### config.mk
export PLATFORM = sky130hd
export DESIGN_NAME = livetime_gray_counter
export DESIGN_NICKNAME = d
export VERILOG_FILES = /design/src/rtl/livetime_pkg.sv /design/src/rtl/livetime_prescaler.sv /design/src/rtl/livetime_gray_stepper.sv /design/src/rtl/livetime_gray_counter.sv
export SDC_FILE = /design/constraint.sdc
export NUM_CORES = 1
export LEC_CHECK = 0
export ABC_AREA = 1
export BUFFER_PORTS_ARGS = -buffer_cell sky130_fd_sc_hd__buf_2
export CAP_MARGIN = 25
export CORE_UTILIZATION = 55
export CTS_CLUSTER_SIZE = 10
export DETAILED_ROUTE_END_ITERATION = 12
export HOLD_SLACK_MARGIN = 0.15
export PLACE_DENSITY = 0.79
export SLEW_MARGIN = 20
export SYNTH_ARGS = -nofsm -noshare
export SYNTH_HDL_FRONTEND = slang
export SYNTH_SLANG_ARGS = --single-unit
### constraint.sdc
create_clock -name clk -period 1.7 [get_ports clk]
set_input_delay 0.17 -clock clk [delete_from_list [all_inputs] [get_ports clk]]
set_output_delay 0.17 -clock clk [all_outputs]
set_load 0.1 [all_outputs]
### src/rtl/livetime_pkg.sv
package livetime_pkg;
  localparam int LT_PRESCALE_W_DEF = 15;
  localparam int LT_COUNT_W_DEF    = 16;
endpackage

### src/rtl/livetime_prescaler.sv
module livetime_prescaler #(
  parameter int PRESCALE_W = 15
) (
  input  logic clk,
  input  logic rst,
  input  logic live_gate,
  input  logic clear,
  output logic wrap_tick
);
  localparam logic [PRESCALE_W-1:0] PRE_MAX = '1;

  logic [PRESCALE_W-1:0] pre_q;

  always_ff @(posedge clk) begin
    if (rst || clear) begin
      pre_q <= '0;
    end else if (live_gate) begin
      pre_q <= pre_q + 1'b1;
    end
  end

  assign wrap_tick = live_gate && !clear && (pre_q == PRE_MAX);

  AST_PRE_HOLD_WHEN_IDLE: assert property (@(posedge clk) disable iff (rst)
    (!live_gate && !clear) |=> $stable(pre_q));
  AST_PRE_CLEAR_ZERO: assert property (@(posedge clk) disable iff (rst)
    clear |=> (pre_q == '0));
endmodule

### src/rtl/livetime_gray_stepper.sv
module livetime_gray_stepper #(
  parameter int COUNT_W = 16
) (
  input  logic               clk,
  input  logic               rst,
  input  logic               clear,
  input  logic               step,
  output logic [COUNT_W-1:0] gray_q
);
  logic [COUNT_W-1:0] bin_q;
  logic [COUNT_W-1:0] bin_next;

  assign bin_next = bin_q + 1'b1;

  always_ff @(posedge clk) begin
    if (rst || clear) begin
      bin_q  <= '0;
      gray_q <= '0;
    end else if (step) begin
      bin_q  <= bin_next;
      gray_q <= bin_next ^ (bin_next >> 1);
    end
  end

  AST_ONE_BIT_MOVE: assert property (@(posedge clk) disable iff (rst)
    !clear |=> ($countones(gray_q ^ $past(gray_q)) <= 1));
  AST_HOLD_WITHOUT_STEP: assert property (@(posedge clk) disable iff (rst)
    (!step && !clear) |=> $stable(gray_q));
  AST_MOVE_ON_STEP: assert property (@(posedge clk) disable iff (rst)
    (step && !clear) |=> (gray_q != $past(gray_q)));
  AST_CLEAR_TO_ZERO: assert property (@(posedge clk) disable iff (rst)
    clear |=> (gray_q == '0));
endmodule

### src/rtl/livetime_gray_counter.sv
module livetime_gray_counter
  import livetime_pkg::*;
#(
  parameter int PRESCALE_W = LT_PRESCALE_W_DEF,
  parameter int COUNT_W    = LT_COUNT_W_DEF
) (
  input  logic               clk,
  input  logic               rst,
  input  logic               live_gate,
  input  logic               clear,
  output logic [COUNT_W-1:0] gray_count
);
  logic wrap_tick;

  livetime_prescaler #(.PRESCALE_W(PRESCALE_W)) u_prescaler (
    .clk       (clk),
    .rst       (rst),
    .live_gate (live_gate),
    .clear     (clear),
    .wrap_tick (wrap_tick)
  );

  livetime_gray_stepper #(.COUNT_W(COUNT_W)) u_stepper (
    .clk    (clk),
    .rst    (rst),
    .clear  (clear),
    .step   (wrap_tick),
    .gray_q (gray_count)
  );

  AST_RESET_ZERO: assert property (@(posedge clk)
    rst |=> (gray_count == '0));
endmodule

==> summary.txt <==
CTS
  – TritonCTS clock tree: yes
  – Worst skew pair latency: roughly 310 ps
  – Max H-tree Level: 2
  – Clk sinks: 46
  – CTS Buf Count: 5
  – CTS clock-pin slew for the worst setup and hold paths: 80 ps
  – Clk buf depth: 2
  – Clk root buf: clkbuf_8

Placement
  – Detail Placement HPWL: between 3000 and 4000 microns
  – Routability Congestion: 0.952
  – Place WS: roughly 44 ps
  – PortBufs: 19

Routing
  – Routed Wire Length: about 5700 microns
  – Vias per cell: 5.32
  – Initial DRC count: between 150 and 200
  – DRC Markers: 0
  – Routed WL per cell: 12.4 microns
  – Post-route ant nets: 0
  – Pre-antenna DRT Iters: 4
  – Vias after detailed routing: approximately 2400

Power
  – Pleak: ~1.2 nW
  – Sw Ratio: 0.225
  – PD cells: 618 nW/um^2
  – NetSw: around 400 uW
  – Final Total Pwr: 1.83 mW
  – Internal power: about 1.4 mW
  – Max IR drop VDD: 383 uV
  – Clock share of power: 0.386
  – Seq pwr share: 0.590
  – Comb pwr share: 0.024

STA
  – Tightest Pin Transition: 490 ps
  – Final period utilization: 0.958
  – Fin Hold WS: 160 ps
  – Final min period: 1630 ps
  – Setup Skew: 12.8 ps
  – Final worst slack: 71.8 ps
  – F_max: 614 MHz
  – Max transition margin: 0.676
  – Max-slew violation count: 0
  – Final Hold Vio Count: 0
  – Setup violations, final: 0

Setup path
  – Worst path slowest cell: dfxtp_2
  – Crit path kind: reg -> reg
  – Cell Chain, Critical Path: ha_4 -> nand2_4 -> nor2_4 -> nand4_4 -> nor2_4 -> nand2_1 -> o21ai_0 -> nor2_1
  – Largest stage delay on the critical path: between 300 and 400 ps
  – CP Max Fanout: 5
  – Worst setup EP type: register
  – Most frequent CP cell: nor2_4
  – Buf+Inv Stages, Crit Path: 0
  – Worst Path Required: 1890 ps
  – Crit path launch type: register
  – Crit path max-delay family: simple AND/OR/NAND/NOR gates
  – CP arrival: ~1800 ps

Min path
  – Min-delay worst type: in -> reg

Global route
  – Gr usage total: 0.222
  – Global route hottest layer: met2
  – Met3 Usage GRT: 0.0392
  – Congestion Overflow GR: 0
  – Largest net degree at the start of global routing: 29
  – Met1 GRT Util: 0.270
  – GRT met2 Usage: 0.393
  – Initial antenna violation count: 0
  – Global-route wire length before repair: 8750 microns
  – Vias in the first global route: 2036

Finish
  – ANT cells: 0
  – Final core occ: 0.676
  – Layout cells sized above 1: 0.217
  – Final #Nets: 410
  – Area grow syn2layout: 17.5%

Die
  – Initial core utilization: 0.575
  – Die H: 69.7 microns
  – Die area: 4860 sq um
  – Row count: 24
  – Die width: between 60 and 70 microns
  – I/O Pins: 20
  – CORE AREA: 4380 sq um

Logic synthesis
  – Synth cell types: 32
  – Sequential share of the synthesized area: 0.365
  – Synth Instances: approximately 370
  – Synth Register Bits: 46
  – Mapped cell area: 2520 sq um
  – Synth warnings: 0
  – Mapped Nets: between 300 and 400
  – Syn_area_per_cell: 6.87 sq um

Flow run
  – Max cap viols: 0

Run status
  – Outcome: finished, final reports clean
cells in the final DEF (no fill, tap or decap), types with 2 or more instances in the layout:
| cell | n |
|---|---|
| inv_1 | 27 |
| nand4_1 | 5 |
| clkbuf_8 | 6 |
| nor2_1 | 42 |
| a21oi_1 | 28 |
| nor3_1 | 9 |
| nand2_1 | 106 |
| nand3_2 | 3 |
| nand3_1 | 21 |
| nor3_2 | 3 |
| xnor2_1 | 3 |
| nand2_2 | 5 |
| dfxtp_1 | 44 |
| buf_4 | 17 |
| xor2_1 | 12 |
| buf_2 | 19 |
| nand2_4 | 2 |
| dfxtp_2 | 2 |
| nor2_4 | 9 |
| o21ai_0 | 12 |
| o21ai_1 | 2 |
| nor2_2 | 12 |
flip-flops by register name (all words and copies together), names as in the netlist:
signal / count
u_stepper.bin_q: 16
u_stepper.gray_q: 15
u_prescaler.pre_q: 15
final cells by class:
class / instances / area, sq um
Clock buffer: 6 / 82.6
Inverter: 28 / 105
Clock inverter: 2 / 12.5
Fill cell: 386 / 1420
Timing Repair Buffer: 38 / 268
Multi-Input combinational cell: 285 / 1510
Tap cell: 52 / 65.1
Sequential cell: 46 / 923
metal layers:
metal	wire, microns	vias to the layer above
li1	-	1244
met1	2510	1131
met2	2870	45
met3	210	9
met4	76	0
met5	0	-
per-stage QoR:
step,TNS [ps],std cells,area [sq um]
floorplan,0,367,2520
global placement,0,438,2700
detailed placement,0,438,2700
CTS,0,446,2800
global route,-167,457,2960
finish,0,457,2960
power by group through the flow:
stage	sequential (mW)	clock, mW	combinational, mW
floorplan	1.10	0	0.0246
global placement	1.10	0	0.0405
detailed placement	1.10	0	0.0410
CTS	1.08	0.724	0.0410
global route	1.08	0.757	0.0494
finish	1.08	0.707	0.0443
repair_timing:
| action | CTS | global route |
|---|---|---|
| gates resized for setup | 0 | 16 |
| hold buffers | 0 | 0 |
| buffers inserted | 0 | 8 |
| setup endpoints to repair | 0 | 31 |
cell families (layout without fill, tap and decap cells):
kind of cell             count (synthesis)  after routing  share of synthesized area
AO/OA/AOI/OAI                           44             44                     0.0888
buffers and inverters                   38             74                     0.0675
AND/OR/NAND/NOR                        221            223                      0.410
flip-flops                              46             46                      0.365
XOR/XNOR                                16             16                     0.0586
adder cells (fa/ha/maj)                  2              2                    0.00992
worst reg2reg max path, cell delays in order (launching register included):
cell and delay [ps]:
dfxtp_2 370, ha_4 160, nand2_4 60, nor2_4 180
nand4_4 120, nor2_4 250, nand2_1 150, o21ai_0 180
nor2_1 50
Yosys cell counts:
library cell	instances	share of area
a21oi_1	28	0.056
a31oi_1	1	0.0025
and2_1	1	0.0025
buf_2	1	0.0020
buf_4	3	0.0089
buf_6	2	0.0089
clkbuf_1	4	0.0060
dfxtp_1	46	0.37
ha_1	2	0.0099
inv_1	27	0.040
inv_2	1	0.0015
nand2_1	107	0.16
nand2_2	5	0.012
nand2_4	1	0.0045
nand3_1	22	0.044
nand3_2	2	0.0079
nand3b_1	1	0.0030
nand4_1	5	0.012
nand4_4	1	0.0084
nor2_1	47	0.070
nor2_2	8	0.020
nor2_4	7	0.031
nor3_1	9	0.018
nor3_2	3	0.012
o21ai_0	12	0.024
o21ai_1	2	0.0040
o21bai_1	1	0.0030
or2_0	1	0.0025
or2_1	1	0.0025
xnor2_1	3	0.010
xnor2_2	1	0.0065
xor2_1	12	0.042
path summary, 6_finish.rpt:
| check | from | end | slack [ps] | cells past startpoint |
|---|---|---|---|---|
| min | live_gate | u_prescaler.pre_q[1]$_SDFFE_PP0P_ | 160 | 3 |
| min reg2reg | u_stepper.gray_q[5]$_SDFFE_PP0P_ | u_stepper.gray_q[5]$_SDFFE_PP0P_ | 460 | 2 |
| max reg2reg | u_prescaler.pre_q[1]$_SDFFE_PP0P_ | u_stepper.gray_q[6]$_SDFFE_PP0P_ | 70 | 8 |
| max | u_prescaler.pre_q[1]$_SDFFE_PP0P_ | u_stepper.gray_q[6]$_SDFFE_PP0P_ | 70 | 8 |
No activity file was read; power rests on OpenSTA's default activity.
